[src/rtl/bcd_cnt_pkg.sv]
package bcd_cnt_pkg;
   localparam int DIGIT_W = 4;
   typedef logic [DIGIT_W-1:0] bcd_digit_t;
   localparam bcd_digit_t DIGIT_MAX = 4'd9;
   localparam bcd_digit_t DIGIT_MIN = 4'd0;
endpackage

[src/rtl/cnt_edge_sync.sv]
module cnt_edge_sync #(
   parameter int STAGES = 2
) (
   input  logic clk,
   input  logic rst_n,
   input  logic din,
   output logic rise
);
   logic [STAGES-1:0] chain;
   logic              last;

   if (STAGES < 2) begin : g_bad_stages
      $error("cnt_edge_sync: STAGES must be at least 2");
   end

   always_ff @(posedge clk or negedge rst_n) begin
      if (!rst_n) begin
         chain <= '0;
         last  <= 1'b0;
      end else begin
         chain <= {chain[STAGES-2:0], din};
         last  <= chain[STAGES-1];
      end
   end

   assign rise = chain[STAGES-1] & ~last;
endmodule

[src/rtl/bcd_decade.sv]
module bcd_decade
   import bcd_cnt_pkg::*;
(
   input  logic       clk,
   input  logic       rst_n,
   input  logic       en,
   input  logic       up,
   input  logic       load,
   input  bcd_digit_t ld_val,
   output bcd_digit_t digit,
   output logic       at_limit
);
   bcd_digit_t nxt;

   always_comb begin
      if (up) nxt = (digit >= DIGIT_MAX) ? DIGIT_MIN : digit + 4'd1;
      else    nxt = (digit == DIGIT_MIN) ? DIGIT_MAX : digit - 4'd1;
   end

   always_ff @(posedge clk or negedge rst_n) begin
      if (!rst_n)    digit <= DIGIT_MIN;
      else if (load) digit <= ld_val;
      else if (en)   digit <= nxt;
   end

   assign at_limit = up ? (digit == DIGIT_MAX) : (digit == DIGIT_MIN);
endmodule

[src/rtl/bcd_hold_reg.sv]
module bcd_hold_reg #(
   parameter int W = 16
) (
   input  logic         clk,
   input  logic         we,
   input  logic [W-1:0] d,
   output logic [W-1:0] q
);
   always_ff @(posedge clk) begin
      if (we) q <= d;
   end
endmodule

[src/rtl/bcd_updown_counter4.sv]
module bcd_updown_counter4
   import bcd_cnt_pkg::*;
#(
   parameter int NUM_DECADES = 4,
   parameter int SYNC_STAGES = 2
) (
   input  logic                           clk,
   input  logic                           rst_n,
   input  logic                           cnt_in,
   input  logic                           up_dn,
   input  logic                           ld_cnt,
   input  logic                           ld_reg,
   input  logic                           store_n,
   input  logic [NUM_DECADES*DIGIT_W-1:0] preset_data,
   output logic [NUM_DECADES*DIGIT_W-1:0] count_q,
   output logic [NUM_DECADES*DIGIT_W-1:0] latch_q,
   output logic                           cy_bw,
   output logic                           equal,
   output logic                           zero
);
   localparam int CNT_W = NUM_DECADES * DIGIT_W;

   if (NUM_DECADES < 1) begin : g_bad_decades
      $error("bcd_updown_counter4: NUM_DECADES must be at least 1");
   end

   logic                   rise;
   logic                   step;
   logic [NUM_DECADES:0]   chain_en;
   logic [NUM_DECADES-1:0] lim;
   logic [CNT_W-1:0]       pre_eff;
   logic [CNT_W-1:0]       reg_q;

   cnt_edge_sync #(.STAGES(SYNC_STAGES)) u_sync (
      .clk   (clk),
      .rst_n (rst_n),
      .din   (cnt_in),
      .rise  (rise)
   );

   assign step        = rise & ~ld_cnt;
   assign chain_en[0] = step;

   for (genvar i = 0; i < NUM_DECADES; i++) begin : g_dec
      bcd_decade u_dec (
         .clk      (clk),
         .rst_n    (rst_n),
         .en       (chain_en[i]),
         .up       (up_dn),
         .load     (ld_cnt),
         .ld_val   (preset_data[i*DIGIT_W +: DIGIT_W]),
         .digit    (count_q[i*DIGIT_W +: DIGIT_W]),
         .at_limit (lim[i])
      );
      assign chain_en[i+1] = chain_en[i] & lim[i];
   end

   always_ff @(posedge clk or negedge rst_n) begin
      if (!rst_n) cy_bw <= 1'b0;
      else        cy_bw <= chain_en[NUM_DECADES];
   end

   assign pre_eff = rst_n ? preset_data : '0;

   bcd_hold_reg #(.W(CNT_W)) u_cmp_reg (
      .clk (clk),
      .we  (ld_reg),
      .d   (pre_eff),
      .q   (reg_q)
   );

   bcd_hold_reg #(.W(CNT_W)) u_disp_latch (
      .clk (clk),
      .we  (~store_n),
      .d   (count_q),
      .q   (latch_q)
   );

   assign equal = (count_q == reg_q);
   assign zero  = (count_q == '0);
endmodule

[config.mk]
export PLATFORM = sky130hd
export DESIGN_NAME = bcd_updown_counter4
export DESIGN_NICKNAME = d
export VERILOG_FILES = /design/src/rtl/bcd_cnt_pkg.sv /design/src/rtl/cnt_edge_sync.sv /design/src/rtl/bcd_decade.sv /design/src/rtl/bcd_hold_reg.sv /design/src/rtl/bcd_updown_counter4.sv
export SDC_FILE = /design/constraint.sdc
export NUM_CORES = 1
export LEC_CHECK = 0
export BUFFER_PORTS_ARGS = -buffer_cell sky130_fd_sc_hd__buf_4
export CORE_UTILIZATION = 56
export DETAILED_ROUTE_END_ITERATION = 8
export PLACE_DENSITY = 0.8
export SLEW_MARGIN = 25
export SYNTH_ARGS = -nofsm -noshare
export SYNTH_HDL_FRONTEND = slang
export SYNTH_SLANG_ARGS = --single-unit
[constraint.sdc]
create_clock -name clk -period 2.9 [get_ports clk]
set_input_delay 0.29 -clock clk [delete_from_list [all_inputs] [get_ports clk]]
set_output_delay 0.29 -clock clk [all_outputs]
set_load 0.05 [all_outputs]
==> flow_metrics.env <==
export IMPL_min_period_over_period=0.8871
export IMPL_start_kind="flop"
export IMPL_synth_edff_count=32
export IMPL_cap_violations=0
export IMPL_hold_path_class="in -> reg"
export IMPL_grt_pass1_vias=2372
export IMPL_power_per_cell_area_nw_per_um2=564.7
export IMPL_yosys_warnings=0
export IMPL_cts_buffers_inserted=5
export IMPL_grt_max_degree=37
export IMPL_root_buffer="clkbuf_8"
export IMPL_netlist_instances=286
export IMPL_clock_latency_ns=0.30
export IMPL_syn_area_per_cell_um2=10.78
export IMPL_grt_pass1_wl_um=12260
export IMPL_synth_most_common_cell="edfxtp_1"
export IMPL_crit_path_end_kind="primary output"
export IMPL_hpwlAfterDp_um=4937
export IMPL_overflow=0
export IMPL_ys_seq_elements=52
export IMPL_route_vias_total=2476
export IMPL_slew_headroom=0.4890
export IMPL_wl_per_cell_um=18.02
export IMPL_synth_area_leaders="edfxtp_1, dfrtp_1, ha_1, xnor2_1, and2_1"
export IMPL_async_flop_share=0.3846
export IMPL_finalSetupViolations=0
export IMPL_antenna_found_initial=0
export IMPL_ant_nets=0
export IMPL_path_buf_inv=3
export IMPL_die_w_um=76.20
export IMPL_placementRows=26
export IMPL_drt_iter0_drc=271
export IMPL_status="finished, final reports clean"
export IMPL_cts_tree="built"
export IMPL_cp_required_ns=2.61
export IMPL_synth_top_area_frac=0.3117
export IMPL_synth_top_family_by_area="simple AND/OR/NAND/NOR gates"
export IMPL_synthesis_area_um2=3083
export IMPL_synth_main_ff_cell="edfxtp_1"
export IMPL_htreeDepth=2
export IMPL_slowest_delay_ns=0.51
export IMPL_synth_xor_area_frac=0.05682
export IMPL_critical_path_top_delay_family="simple AND/OR/NAND/NOR gates"
export IMPL_crit_fanout=11
export IMPL_rsz0062_at_grt="false"
export IMPL_cp_cell_sequence="inv_1, ha_1, nor3b_1, inv_1, nor4b_2, buf_4"
export IMPL_tightest_slew_ns=0.7471
export IMPL_grt_usage=0.2705
export IMPL_synth_top_area_cell="edfxtp_1"
export IMPL_synth_compound_area_frac=0.1615
export IMPL_fmax_mhz=388.7
export IMPL_slew_viol_final=0
export IMPL_critical_path_most_common_cell="inv_1"
export IMPL_critPathSlowestCell="dfrtp_1"
export IMPL_crit_type="reg -> out"
export IMPL_peakVddDrop_mv=0.3733
export IMPL_drive_above_1_share=0.2426
export IMPL_cts_clk_slew_worst_paths_ns=0.10
export IMPL_antennaDiodeCount=0
export IMPL_routed_wl_um=7352
export IMPL_p_leak_nw=1.464
export IMPL_skew_ns=0.008336
export IMPL_fin_nets=376
export IMPL_synth_common_cells="edfxtp_1, dfrtp_1, xnor2_1"
export IMPL_syn2layout_area_growth_pct=19.03
export IMPL_synth_area_mux_share=0.01420
export IMPL_port_buffers=57
export IMPL_core_area_um2=5205
export IMPL_path_depth=6
export IMPL_post_cts_resized=0
export IMPL_finalHoldViolCount=0
export IMPL_synth_fa_ha_area_frac=0.06494
export IMPL_first_pass_iters=5
export IMPL_whs_path_depth=1
export IMPL_worst_ep_arrival_time_ns=2.28
export IMPL_syn_nets=325
export IMPL_synth_simple_area_share=0.1847
export IMPL_clockBufferDepth=2
export IMPL_setup_tns_ns=0
export IMPL_die_area_um2=5806
export IMPL_viasPerCell=6.069
export IMPL_io_pins=58
export IMPL_die_h_um=76.20
export IMPL_place_gp_congestion=0.8921
export IMPL_min_period_ns=2.573
export IMPL_initial_core_util=0.5923
export IMPL_reg2regPathDepth=6
export IMPL_pre_cts_ws_ns=0.4393
export IMPL_ys_seq_area_frac=0.4740
export IMPL_drc=0
export IMPL_cts_sink_count=52
export IMPL_fin_ws_ns=0.3274
export IMPL_synth_cell_type_count=54
per-layer routing:
| layer | part of all wire | GRT usage | vias up |
|---|---|---|---|
| li1 | - | - | 1152 |
| met1 | 0.41 | 0.3588 | 1194 |
| met2 | 0.49 | 0.4464 | 117 |
| met3 | 0.077 | 0.04671 | 13 |
| met4 | 0.020 | 0.1000 | 0 |
| met5 | 0 | 0 | - |
worst paths after layout:
kind                                              start                 endpoint  slack [ns]
worst min register to register          u_sync.chain[0]          u_sync.chain[1]        0.36
worst max-delay path            g_dec[0].u_dec.digit[0]                     zero        0.33
worst max register to register  g_dec[0].u_dec.digit[0]                    cy_bw        0.38
min in group asynchronous                         rst_n          u_sync.chain[0]        0.45
worst min-delay path                             cnt_in          u_sync.chain[0]        0.09
max in group asynchronous                         rst_n  g_dec[1].u_dec.digit[1]        2.17
placed cells by master (no fill, tap or decap), types with 2 or more instances in the layout:
master,count
nor2_1,10
edfxtp_1,32
and3_1,2
a211oi_1,6
clkbuf_8,6
o31a_1,3
a21oi_1,10
and2_1,17
a2bb2oi_1,2
nand3_1,4
nand2b_1,8
a21o_1,2
mux2_1,2
nand2_1,11
o21ai_0,12
a2111o_1,2
or3b_2,5
ha_1,16
buf_4,61
o221ai_1,2
a311oi_1,4
inv_1,16
dfrtp_1,20
o21bai_1,3
a31oi_1,5
nor4b_1,4
nor3_1,5
o211ai_1,8
nand4_1,4
xnor2_1,19
nor2b_1,5
and4b_1,2
nor3b_1,3
nor4bb_1,2
what timing repair did:
action	4_1_cts	5_1_grt
endpoints found under the hold margin	20	0
hold buffers	1	0
setup buffers	0	0
area by class of cell:
cell class                      instances  area [um2]
Tap cell                               70       87.58
Fill cell                             381        1535
Clock buffer                            7       86.33
Inverter                               16       60.06
Clock inverter                          1       7.507
Timing Repair Buffer                   62       467.9
Sequential cell                        52        1461
Multi-Input combinational cell        200        1499
per-stage QoR:
| step | std cells | power, mW | util | area (um2) | hold WS (ns) |
|---|---|---|---|---|---|
| 3_5_place_dp | 399 | 1.641 | 0.6851 | 3566 | 0.2367 |
| 2_1_floorplan | 286 | 1.436 | - | 3095 | -0.005591 |
| 3_3_place_gp | 399 | 1.627 | 0.6851 | 3566 | 0.2346 |
| 4_1_cts | 408 | 2.068 | 0.7050 | 3670 | 0.08436 |
| 6_report | 408 | 2.072 | 0.7050 | 3670 | 0.08714 |
| 5_1_grt | 408 | 2.158 | 0.7050 | 3670 | 0.08203 |
flip-flops by register name, indices dropped and copies added (netlist names):
| name | flops |
|---|---|
| u_cmp_reg.q | 16 |
| u_sync.chain | 2 |
| cy_bw | 1 |
| g_dec.u_dec.digit | 16 |
| u_disp_latch.q | 16 |
| u_sync.last | 1 |
report_power, final:
part | total [mW] | leakage (nW) | internal (mW) | switching (mW)
sequential | 0.968 | 0.554 | 0.867 | 0.100
clock | 0.434 | 0.0445 | 0.195 | 0.239
combinational | 0.670 | 0.865 | 0.256 | 0.415
cells by family (layout without fill, tap and decap cells):
logic type      count (synthesis)  after routing
compound gates                 70             70
buf+inv                        34             86
fa+ha+maj                      16             16
mux                             4              4
flops                          52             52
simple gates                   90             90
xor+xnor                       20             20
(Power assumes the default switching activity.)
